**config.mk**
```make
export PLATFORM = sky130hd
export DESIGN_NAME = sck_prescaler
export DESIGN_NICKNAME = d
export VERILOG_FILES = /design/src/rtl/sck_prescaler_pkg.sv /design/src/rtl/sck_prescaler_ctrl.sv /design/src/rtl/sck_prescaler_dp.sv /design/src/rtl/sck_prescaler.sv
export SDC_FILE = /design/constraint.sdc
export NUM_CORES = 1
export LEC_CHECK = 0
export CORE_MARGIN = 10
export CORE_UTILIZATION = 25
export DETAILED_ROUTE_END_ITERATION = 6
export GPL_TIMING_DRIVEN = 1
export PLACE_DENSITY = 0.51
export SLEW_MARGIN = 20
export SYNTH_ARGS = -nofsm -noshare
export SYNTH_HDL_FRONTEND = slang
export SYNTH_SLANG_ARGS = --single-unit
export TNS_END_PERCENT = 100
```
**constraint.sdc**
```tcl
create_clock -name clk -period 7.3 [get_ports clk]
set_input_delay 1.095 -clock clk [delete_from_list [all_inputs] [get_ports clk]]
set_output_delay 1.095 -clock clk [all_outputs]
set_load 0.05 [all_outputs]
```
**src/rtl/sck_prescaler_pkg.sv**
```systemverilog
package sck_prescaler_pkg;

  // Command from the divider control to the clock datapath.
  typedef struct packed {
    logic hold;       // block disabled: force idle, no strobes
    logic idleLevel;  // level the clock rests at
    logic goActive;   // leave idle level at this edge
    logic goIdle;     // return to idle level at this edge
  } sckCmd_t;

endpackage

```
**src/rtl/sck_prescaler_ctrl.sv**
```systemverilog
module sck_prescaler_ctrl
  import sck_prescaler_pkg::*;
#(
  parameter int PM_W        = 4,
  parameter int QUANTUM     = 2,
  parameter int SLOW_FACTOR = 16
) (
  input  logic            clk,
  input  logic            rst_n,
  input  logic            enable,
  input  logic [PM_W-1:0] prescale,
  input  logic            slowRange,
  input  logic            idleHigh,
  output sckCmd_t         cmd
);

  localparam int MAX_HALF = QUANTUM * (1 << PM_W) * SLOW_FACTOR;
  localparam int CNT_W    = $clog2(MAX_HALF);

  logic [PM_W-1:0]  pmQ;
  logic             slowQ;
  logic             polQ;
  logic [CNT_W-1:0] halfCnt;
  logic             active;
  logic [31:0]      halfLen;
  logic             terminal;

  // Half period in system clocks; the slow range is a pure scale factor.
  generate
    if (SLOW_FACTOR > 1) begin : g_slow
      always_comb
        halfLen = (32'(pmQ) + 32'd1) * 32'(QUANTUM) * (slowQ ? 32'(SLOW_FACTOR) : 32'd1);
    end else begin : g_noslow
      always_comb
        halfLen = (32'(pmQ) + 32'd1) * 32'(QUANTUM);
    end
  endgenerate

  assign terminal = (32'(halfCnt) == halfLen - 32'd1);

  always_ff @(posedge clk or negedge rst_n) begin
    if (!rst_n) begin
      halfCnt <= '0;
      active  <= 1'b0;
      pmQ     <= '0;
      slowQ   <= 1'b0;
      polQ    <= 1'b0;
    end else if (!enable) begin
      halfCnt <= '0;
      active  <= 1'b0;
      pmQ     <= prescale;
      slowQ   <= slowRange;
      polQ    <= idleHigh;
    end else if (terminal) begin
      halfCnt <= '0;
      active  <= ~active;
    end else begin
      halfCnt <= halfCnt + CNT_W'(1);
    end
  end

  always_comb begin
    cmd.hold      = ~enable;
    cmd.idleLevel = enable ? polQ : idleHigh;
    cmd.goActive  = enable & terminal & ~active;
    cmd.goIdle    = enable & terminal & active;
  end

endmodule

```
**src/rtl/sck_prescaler_dp.sv**
```systemverilog
module sck_prescaler_dp
  import sck_prescaler_pkg::*;
(
  input  logic    clk,
  input  logic    rst_n,
  input  sckCmd_t cmd,
  output logic    sckOut,
  output logic    leadStrobe,
  output logic    trailStrobe
);

  always_ff @(posedge clk or negedge rst_n) begin
    if (!rst_n) begin
      sckOut      <= 1'b0;
      leadStrobe  <= 1'b0;
      trailStrobe <= 1'b0;
    end else begin
      leadStrobe  <= cmd.goActive;
      trailStrobe <= cmd.goIdle;
      if (cmd.hold)          sckOut <= cmd.idleLevel;
      else if (cmd.goActive) sckOut <= ~cmd.idleLevel;
      else if (cmd.goIdle)   sckOut <= cmd.idleLevel;
    end
  end

endmodule

```
**src/rtl/sck_prescaler.sv**
```systemverilog
module sck_prescaler
  import sck_prescaler_pkg::*;
#(
  parameter int PM_W        = 4,
  parameter int QUANTUM     = 2,
  parameter int SLOW_FACTOR = 16
) (
  input  logic            clk,
  input  logic            rst_n,
  input  logic            enable,
  input  logic [PM_W-1:0] prescale,
  input  logic            slowRange,
  input  logic            idleHigh,
  output logic            sckOut,
  output logic            leadStrobe,
  output logic            trailStrobe
);

  sckCmd_t cmd;

  sck_prescaler_ctrl #(
    .PM_W(PM_W), .QUANTUM(QUANTUM), .SLOW_FACTOR(SLOW_FACTOR)
  ) u_ctrl (
    .clk(clk), .rst_n(rst_n), .enable(enable), .prescale(prescale),
    .slowRange(slowRange), .idleHigh(idleHigh), .cmd(cmd)
  );

  sck_prescaler_dp u_dp (
    .clk(clk), .rst_n(rst_n), .cmd(cmd),
    .sckOut(sckOut), .leadStrobe(leadStrobe), .trailStrobe(trailStrobe)
  );

endmodule

```
Word level (Yosys, flattened, before mapping)
Cells that the tools add are included.
Operators by class
  add/subtract/negate cells: 3
  $mul: 1
  divide/modulo/power cells: 0
  $lt $le $gt $ge: 0
  eq/ne operators: 3
  shift operators: 0
  muxes and demuxes: 9
  bitwise logic cells: 5
  reductions and logical operators: 0
Operators with widths (count)
  $eq A9 B32 Y1: 1
  $mul A31 B32 Y31: 1
  $sub A32 B1 Y32 const B: 1
  $mux W9: 2
  $add A9 B1 Y9 const B: 1
  $mux W1: 6
  $add A4 B1 Y5 const B: 1
  $mux W5: 1
  $and A1 B1 Y1: 3
  $ne A3 B1 Y1 const B: 1
  $ne A2 B1 Y1 const B: 1
  $not A1 Y1: 2
Storage, ports and cells
  register bits: 19
  latch bits: 0
  memory bits (writable): 0
  ROM bits: 0
  bits of input ports: 9
  logic and storage cells: 29
  memories kept: 0

Longest topological paths before layout
Gate-level depths: netlist of run 1.
  depth in word-level cells: 9
  depth in mapped cells: 16
  mapped depth without buffers: 15

By module
A second synthesis of run 1 with hierarchy kept.
Second synthesis, totals
  cell total of the unflattened synthesis: 154
  area total of the unflattened synthesis: 1446.4 sq um
Modules (own cells, without submodules)
  sck_prescaler_ctrl: times used 1, cells an instance 146, area an instance 1335.0 sq um, seq. area each 400.4 sq um
  sck_prescaler_dp: times used 1, cells an instance 8, area an instance 111.4 sq um, seq. area each 75.1 sq um

Least setup slack after synthesis of run 1
OpenSTA, ideal clock, no wires.
  path kind: reg2reg
  from: reg u_ctrl.pmQ[1]
  to: reg u_ctrl.halfCnt[2]
  setup time: 0.119 ns
  data arrival time: 3.023 ns
  path slack: 4.159 ns
  cell stages (with the launch flop): 15
  buffers on the path: 1
  period minus slack after synthesis: 3.141 ns
  cells stage by stage: dfrtp_1 -> ha_1 -> and4b_2 -> a221oi_2 -> or3_4 -> nor2_1 -> and2_1 -> ha_1 -> nand2_1 -> nor4_1 -> nand4_1 -> a2111oi_4 -> nand2b_1 -> buf_4 -> nor2_1
On the way
  longest elaborated chain between the ends: 6
RTL lines
  from (decl): line sck_prescaler_ctrl.sv:20  | logic [PM_W-1:0] pmQ;
  from (signal assigned): line sck_prescaler_ctrl.sv:51  | pmQ <= prescale;
  $add A4 B1 Y5: line sck_prescaler_ctrl.sv:32  | halfLen = (32'(pmQ) + 32'd1) * 32'(QUANTUM) * (slowQ ? 32'(SLOW_FACTOR) : 32'd1);
  $mul A31 B32 Y31: line sck_prescaler_ctrl.sv:32
  $sub A32 B1 Y32: line sck_prescaler_ctrl.sv:39  | assign terminal = (32'(halfCnt) == halfLen - 32'd1);
  $eq A9 B32 Y1: line sck_prescaler_ctrl.sv:39
  $mux W9: line sck_prescaler_ctrl.sv:54  | end else if (terminal) begin
  $mux W9: line sck_prescaler_ctrl.sv:48  | end else if (!enable) begin
  to (signal assigned): line sck_prescaler_ctrl.sv:58  | halfCnt <= halfCnt + CNT_W'(1);
  to (decl): line sck_prescaler_ctrl.sv:23  | logic [CNT_W-1:0] halfCnt;
No other way between the ends.
A chain may end at the register's enable or synchronous reset.

Worst setup path in the final report of run 1
  from: reg u_ctrl.pmQ[0]
  to: reg u_ctrl.halfCnt[5]
The elaborated chain is that of the path after synthesis.

==> impl_metrics.json, run 1 <==
{
  "grt_util_all_layers": 0.0598,
  "floorplan.initialDensity": 0.255,
  "post-cts-setup-buffer-count": 0,
  "maxcap_violations": 0,
  "power.internal_mw": 0.182,
  "synth.area.mux_share": 0.0759,
  "p_clk_frac": 0.276,
  "synth.lib_cells_used.distinct": 36,
  "synth_compound_gate_area_share": 0.0721,
  "pwr-share-comb": 0.246,
  "cts_buffer_depth": 2,
  "cts_resized": 0,
  "r2r_start": "u_ctrl.pmQ[0]",
  "holdCritPathClass": "reg -> reg",
  "mapped_cell_area_um2": 1280,
  "unrepaired_setup_endpoints_after_global_routing": "no",
  "floorplan.io_pins": 12,
  "timing.critical_path.fanout_max": 9,
  "seq_power_share": 0.478,
  "detail_route.vias_per_cell": 4.38,
  "number_of_antenna_violations_at_the_first_check_in_global_routing": 0,
  "timing.critical_path.from": "u_ctrl.pmQ[0]",
  "numCtsBuffers": 3,
  "setup_skew_ns": 0.00178,
  "net-switching-power_mw": 0.0735,
  "synth_largest_type_area_fraction": 0.370,
  "routed-via-count": 898,
  "instance_count_of_the_mapped_netlist": 126,
  "report.final.hold_viol_count": 0,
  "timing.setup.critical_path_class": "reg -> reg",
  "antenna_cells_inserted": 0,
  "hpwl_um": 2000,
  "num_rows": 26,
  "maxSlewHeadroom": 0.446,
  "area_growth_syn_to_layout_pct": 14.9,
  "fmax_mhz": 276,
  "root_buffer": "clkbuf_8",
  "tritoncts": "done",
  "die_height_um": 91.7,
  "postCtsHoldBufs": 0,
  "fp.dieArea_um2": 8410,
  "num-fill-cells": 539,
  "final.setup.tns_ns": 0,
  "cts.clk_slew.worst_paths_ns": 0.07,
  "htree_num_levels": 1,
  "first_global_vias": 948,
  "clock_latency_ns": 0.25,
  "final_antenna_net_count": 0,
  "drtIter0Drc": 32,
  "slew_of_the_pin_with_the_lowest_slew_margin_ns": 0.828,
  "synth-simple-area-share": 0.251,
  "seq_area_um2": 475,
  "fin_crit_sh": 0.496,
  "ys_top_cells_by_area": "dfrtp_1 37%, nor2_1 5.6%, xnor2_1 5.5%, xor2_1 5.5%, mux2_2 5.3%",
  "setup_viol": 0,
  "synth.largest_area_cell": "dfrtp_1",
  "dp_cells": 201,
  "synth-adder-area-share": 0.0487,
  "gp_routability_congestion": 0.762,
  "power-per-cell-area_nw_per_um2": 173,
  "final.min_clock_period_ns": 3.62,
  "leakage_nw": 0.606,
  "hold_start": "u_ctrl.active",
  "drc_violations_left": 0,
  "overflow": 0,
  "synth_seq_cells": 19,
  "wire_length_per_cell_um": 12.2,
  "postSynthAreaPerCell_um2": 10.2,
  "nets_in_the_synthesized_netlist": 140,
  "core_region_area_um2": 5040,
  "placement.io_buffers": 11,
  "cts.sinks": 19,
  "synth_top_family_by_area": "simple AND/OR/NAND/NOR gates",
  "fin_nets": 150,
  "synth_warnings": 0,
  "timing.final.max_slew_violations": 0,
  "grt_first_pass_wirelength_um": 4320,
  "power.share.switching": 0.288,
  "critPathRequiredTime_ns": 7.43,
  "share_of_the_yosys_chip_area_belonging_to_registers": 0.370,
  "grt_max_degree": 20,
  "synth_xor_xnor_area_share": 0.130,
  "instances_no_fill": 205,
  "critical_path.endpoint_type": "flip-flop",
  "routed_wl_um": 2490,
  "drive_above_1_share": 0.126,
  "cp-start-kind": "flip-flop",
  "ir_drop_mv": 0.0849,
  "combined_area_of_the_multi_input_logic_cells_um2": 747,
  "status": "completed",
  "worst-endpoint-arrival_ns": 3.74,
  "drt_pass_1_iters": 4,
  "die_width_um": 91.7
}
[logic make-up after synthesis]
group                      after synthesis
and+or+nand+nor                         56
DFF                                     19
adders and majority gates                5
xor gates and xnor gates                17
muxes                                    9
buffers and inverters                    9
AOI/OAI and AO/OA                       10
other                                    1
[flip-flops by register name (all words and copies together) (netlist names)]
signal	cells
u_ctrl.active	1
u_ctrl.halfCnt	9
u_ctrl.pmQ	4
u_ctrl.polQ	1
u_ctrl.slowQ	1
u_dp.leadStrobe	1
u_dp.sckOut	1
u_dp.trailStrobe	1
[metrics by stage]
stage	area [um^2]	worst slack (ns)	power, mW	utilization	hold WS (ns)
final	1480	3.68	0.256	0.293	0.428
after floorplan	1280	4.16	0.175	-	0.402
after global routing	1480	3.40	0.273	0.293	0.452
after global placement	1430	3.79	0.186	0.284	0.415
after detailed placement	1430	3.65	0.188	0.284	0.418
after CTS	1480	3.65	0.262	0.293	0.433
[critical path, stage by stage (launching register included)]
cell and delay, ns:
dfrtp_1 0.48, ha_1 0.39, and4b_2 0.25, a221oi_2 0.36
or3_4 0.21, nor2_1 0.04, and2_1 0.16, ha_1 0.26
nand2_1 0.05, nor4_1 0.27, nand4_1 0.19, a2111oi_4 0.38
nand2b_1 0.37, nor2_1 0.10
[layout make-up]
type	instances	area share
Multi-Input combinational cell	98	0.506
Tap cell	70	0.0593
Timing Repair Buffer	11	0.0746
Inverter	3	0.00763
Sequential cell	19	0.322
Clock buffer	4	0.0305
[layout by cell type (no fill, tap or decap), types with 2 or more instances in the layout]
cell type,n
nor2_1,19
dfrtp_1,19
clkdlybuf4s50_1,11
xnor2_1,8
xor2_1,8
nand2_1,6
nand3_1,6
mux2_2,6
and2_1,5
ha_1,5
nand4_1,4
inv_1,3
nand2b_1,3
mux2i_1,3
and3_1,3
clkbuf_8,3
or3_4,2
o21ai_0,2
a21oi_1,2
nor3b_1,2
[power by group through the flow]
stage / Sequential [mW] / Combinational [mW] / Clock, mW
after floorplan: 0.119 / 0.0556 / 0
after global placement: 0.123 / 0.0622 / 0
after detailed placement: 0.124 / 0.0636 / 0
after CTS: 0.122 / 0.0640 / 0.0754
after global routing: 0.124 / 0.0695 / 0.0798
final: 0.122 / 0.0629 / 0.0706
[routing by layer]
| metal | part of all wire | up-vias | global-route usage |
|---|---|---|---|
| li1 | - | 453 | - |
| met1 | 0.44 | 432 | 0.0699 |
| met2 | 0.51 | 11 | 0.105 |
| met3 | 0.044 | 2 | 0.0212 |
| met4 | 0.0048 | 0 | 0.00771 |
| met5 | 0 | - | 0 |
[worst paths after layout]
kind / to / slack (ns) / cells past startpoint
setup / recovery: u_ctrl.halfCnt[5] / 3.68 / 13
hold / removal: u_dp.leadStrobe / 0.43 / 1
setup reg to reg: u_ctrl.halfCnt[5] / 3.68 / 13
hold reg to reg: u_dp.leadStrobe / 0.43 / 1
max in group asynchronous: u_ctrl.pmQ[3] / 5.47 / 1
min in group asynchronous: u_ctrl.polQ / 1.32 / 1
[synthesized netlist by cell type (all sizes together)]
cell	instances
dfrtp	19
nor2	19
xnor2	8
xor2	8
mux2	6
nand2	6
nand3	6
and2	5
buf	5
ha	5
nand4	4
and3	3
inv	3
mux2i	3
nand2b	3
a21oi	2
nor3b	2
o21ai	2
or3	2
a2111oi	1
a221oi	1
a41oi	1
and2b	1
and4b	1
clkbuf	1
conb	1
nor4	1
nor4b	1
nor4bb	1
o211ai	1
o21a	1
o22ai	1
or4	1
xor3	1
Note: power is estimated with default switching activity, not from simulation.
==> run 2, diff against run 1 <==
--- a/config.mk
+++ b/config.mk
@@ -9,7 +9,7 @@
 export CORE_UTILIZATION = 25
 export DETAILED_ROUTE_END_ITERATION = 6
 export GPL_TIMING_DRIVEN = 1
-export PLACE_DENSITY = 0.51
+export PLACE_DENSITY = 0.53
 export SLEW_MARGIN = 20
 export SYNTH_ARGS = -nofsm -noshare
 export SYNTH_HDL_FRONTEND = slang
==> constraint.sdc (replaced) <==
create_clock -name clk -period 2.91 [get_ports clk]
set_input_delay 0.4365 -clock clk [delete_from_list [all_inputs] [get_ports clk]]
set_output_delay 0.4365 -clock clk [all_outputs]
set_load 0.05 [all_outputs]
==> run 2 against run 1 <==
The run now ends with setup timing left. Global-route usage grew 0.80 points. Clock power increased to 2.6 times the previous value. Sequential share of layout area down 4.7 points. Final area up 17%. Sequential cell count did not move. Setup slack worse by 3.9 ns.
==> impl_metrics.json, run 2 (synthesis results as in run 1) <==
{
  "gp_routability_congestion": 0.799,
  "post_place_instance_area_um2": 1610,
  "wire_length_per_cell_um": 12.0,
  "clock_latency_ns": 0.25,
  "final_worst_path_setup_slack_ns": -0.218,
  "combined_area_of_the_multi_input_logic_cells_um2": 825,
  "drive_above_1_share": 0.327,
  "timing.critical_path.from": "u_ctrl.pmQ[0]",
  "crit_top_cell": "and2_1",
  "maxcap_violations": 0,
  "finalPower_mw": 0.723,
  "slew_of_the_pin_with_the_lowest_slew_margin_ns": 0.858,
  "pwr-share-comb": 0.342,
  "cts_buffer_depth": 2,
  "timing.final.max_slew_violations": 0,
  "fin_nets": 174,
  "setup_viol": 13,
  "report.final.hold_viol_count": 0,
  "num_rows": 26,
  "largest_registers": "u_ctrl.halfCnt (9), u_ctrl.pmQ (4)",
  "drc_violations_left": 0,
  "critical_path.endpoint": "u_ctrl.active",
  "routed-via-count": 996,
  "cts.clk_slew.worst_paths_ns": 0.07,
  "cts.sinks": 19,
  "num-fill-cells": 512,
  "timing.critical_path.fanout_max": 3,
  "most_flop_heavy_register": "u_ctrl.halfCnt",
  "maxSlewHeadroom": 0.426,
  "failed_checks": "setup timing",
  "number_of_antenna_violations_at_the_first_check_in_global_routing": 0,
  "holdCritPathClass": "reg -> reg",
  "power-per-cell-area_nw_per_um2": 419,
  "floorplan.initialDensity": 0.255,
  "largest_register_ffs": 9,
  "crit_path_cell_trace": "ha_4, and4b_2, a221oi_4, or3_4, nor2_2, and2_1, ha_1, nand2_1, nor4_2, nand4_1, a2111oi_4, buf_4, xnor2_1, and2_1",
  "final_antenna_net_count": 0,
  "htree_num_levels": 1,
  "postCtsHoldBufs": 0,
  "final.min_clock_period_ns": 3.13,
  "unrepaired_setup_endpoints_after_global_routing": "yes",
  "power.internal_mw": 0.511,
  "mostFrequentLayoutCells": "23 x buf_4, 19 x dfrtp_1, 14 x nor2_1, 11 x clkdlybuf4s50_1",
  "grt_max_degree": 20,
  "fp.dieArea_um2": 8410,
  "critical_path.endpoint_type": "flip-flop",
  "hpwl_um": 2170,
  "antenna_cells_inserted": 0,
  "seq_area_um2": 475,
  "critPathRequiredTime_ns": 3.05,
  "status": "finished with violations",
  "grt_util_all_layers": 0.0679,
  "crit_path_top_delay_cell": "dfrtp_1",
  "die_height_um": 91.7,
  "overflow": 0,
  "layout_commonest_cell": "buf_4",
  "fin_crit_sh": 1.08,
  "setup_skew_ns": 0.00736,
  "die_width_um": 91.7,
  "worstRegToRegCells": 14,
  "drtIter0Drc": 58,
  "power.share.switching": 0.292,
  "tritoncts": "done",
  "rr_endpoint": "u_ctrl.active",
  "area_growth_syn_to_layout_pct": 34.4,
  "fmax_mhz": 320,
  "cp-start-kind": "flip-flop",
  "net-switching-power_mw": 0.211,
  "detail_route.vias_per_cell": 4.35,
  "p_clk_frac": 0.251,
  "first_global_vias": 1065,
  "routed_wl_um": 2760,
  "ff2ff_setup_slack_ns": -0.22,
  "numCtsBuffers": 3,
  "floorplan.io_pins": 12,
  "ir_drop_mv": 0.253,
  "pre_cts_slack_ns": -0.270,
  "root_buffer": "clkbuf_8",
  "r2r_start": "u_ctrl.pmQ[0]",
  "grt_first_pass_wirelength_um": 4880,
  "finalInstanceArea_um2": 1730,
  "placement.io_buffers": 11,
  "drt_pass_1_iters": 4,
  "core_region_area_um2": 5040,
  "seq_power_share": 0.408,
  "max_stage_delay_ns": 0.41,
  "leakage_nw": 0.725,
  "timing.setup.critical_path_class": "reg -> reg",
  "worst-endpoint-arrival_ns": 3.27
}
==> run 2: cell count changes in the layout (fill, tap and decap cells not counted), sizes merged <==
cell and change:
nand2b +1, buf +23
==> run 2: through the flow <==
step / util / std cells / TNS (ns) / hold slack, ns
after floorplan: - / 126 / -2.42 / 0.141
after global placement: 0.318 / 221 / -2.20 / 0.415
after detailed placement: 0.318 / 221 / -3.00 / 0.428
after CTS: 0.335 / 228 / -1.77 / 0.432
after global routing: 0.342 / 229 / -4.79 / 0.455
final: 0.342 / 229 / -2.41 / 0.428
==> run 2: final cells by class <==
class                      count  share of cell area
sequential                    19               0.275
multi-input combinational     99               0.478
timing repair buffer          34               0.164
clock buffer                   4              0.0261
tap                           70              0.0507
inverter                       3             0.00652
==> run 2: timing repair <==
action,4_1_cts,5_1_grt
pin swaps,6,4
gates resized for setup,5,7
endpoints found under the setup margin,13,13
setup buffers,2,1
gates cloned,1,0
==> run 2: worst min path at each step <==
stage	start	endpoint	cells after the start
finish	u_ctrl.active	u_dp.leadStrobe	1
global route	u_ctrl.active	u_dp.leadStrobe	1
CTS	u_ctrl.active	u_dp.leadStrobe	1
detailed placement	u_ctrl.active	u_dp.leadStrobe	1
global placement	u_ctrl.active	u_dp.leadStrobe	1
floorplan	rst_n	u_ctrl.active	0
==> run 2: critical path: cells and delay by family, from the launching register on <==
family	cells	cell delay (ns)
adder cells (fa/ha/maj)	2	0.53
XOR/XNOR	1	0.06
buffers and inverters	1	0.20
flip-flops	1	0.41
AO/OA/AOI/OAI	2	0.63
AND/OR/NAND/NOR	8	1.17
==> run 2: power by group through the flow <==
stage / logic, mW / clock network [mW] / registers (mW)
floorplan: 0.146 / 0 / 0.300
global placement: 0.227 / 0 / 0.299
detailed placement: 0.231 / 0 / 0.300
CTS: 0.239 / 0.186 / 0.295
global route: 0.273 / 0.205 / 0.297
finish: 0.247 / 0.181 / 0.295
==> run 2: layer usage <==
layer	vias to the layer above	part of all wire	track usage
met1	481	0.45	0.0812
met4	0	0.0065	0.0193
li1	501	-	-
met3	4	0.036	0.0179
met5	-	0	0
met2	10	0.51	0.117
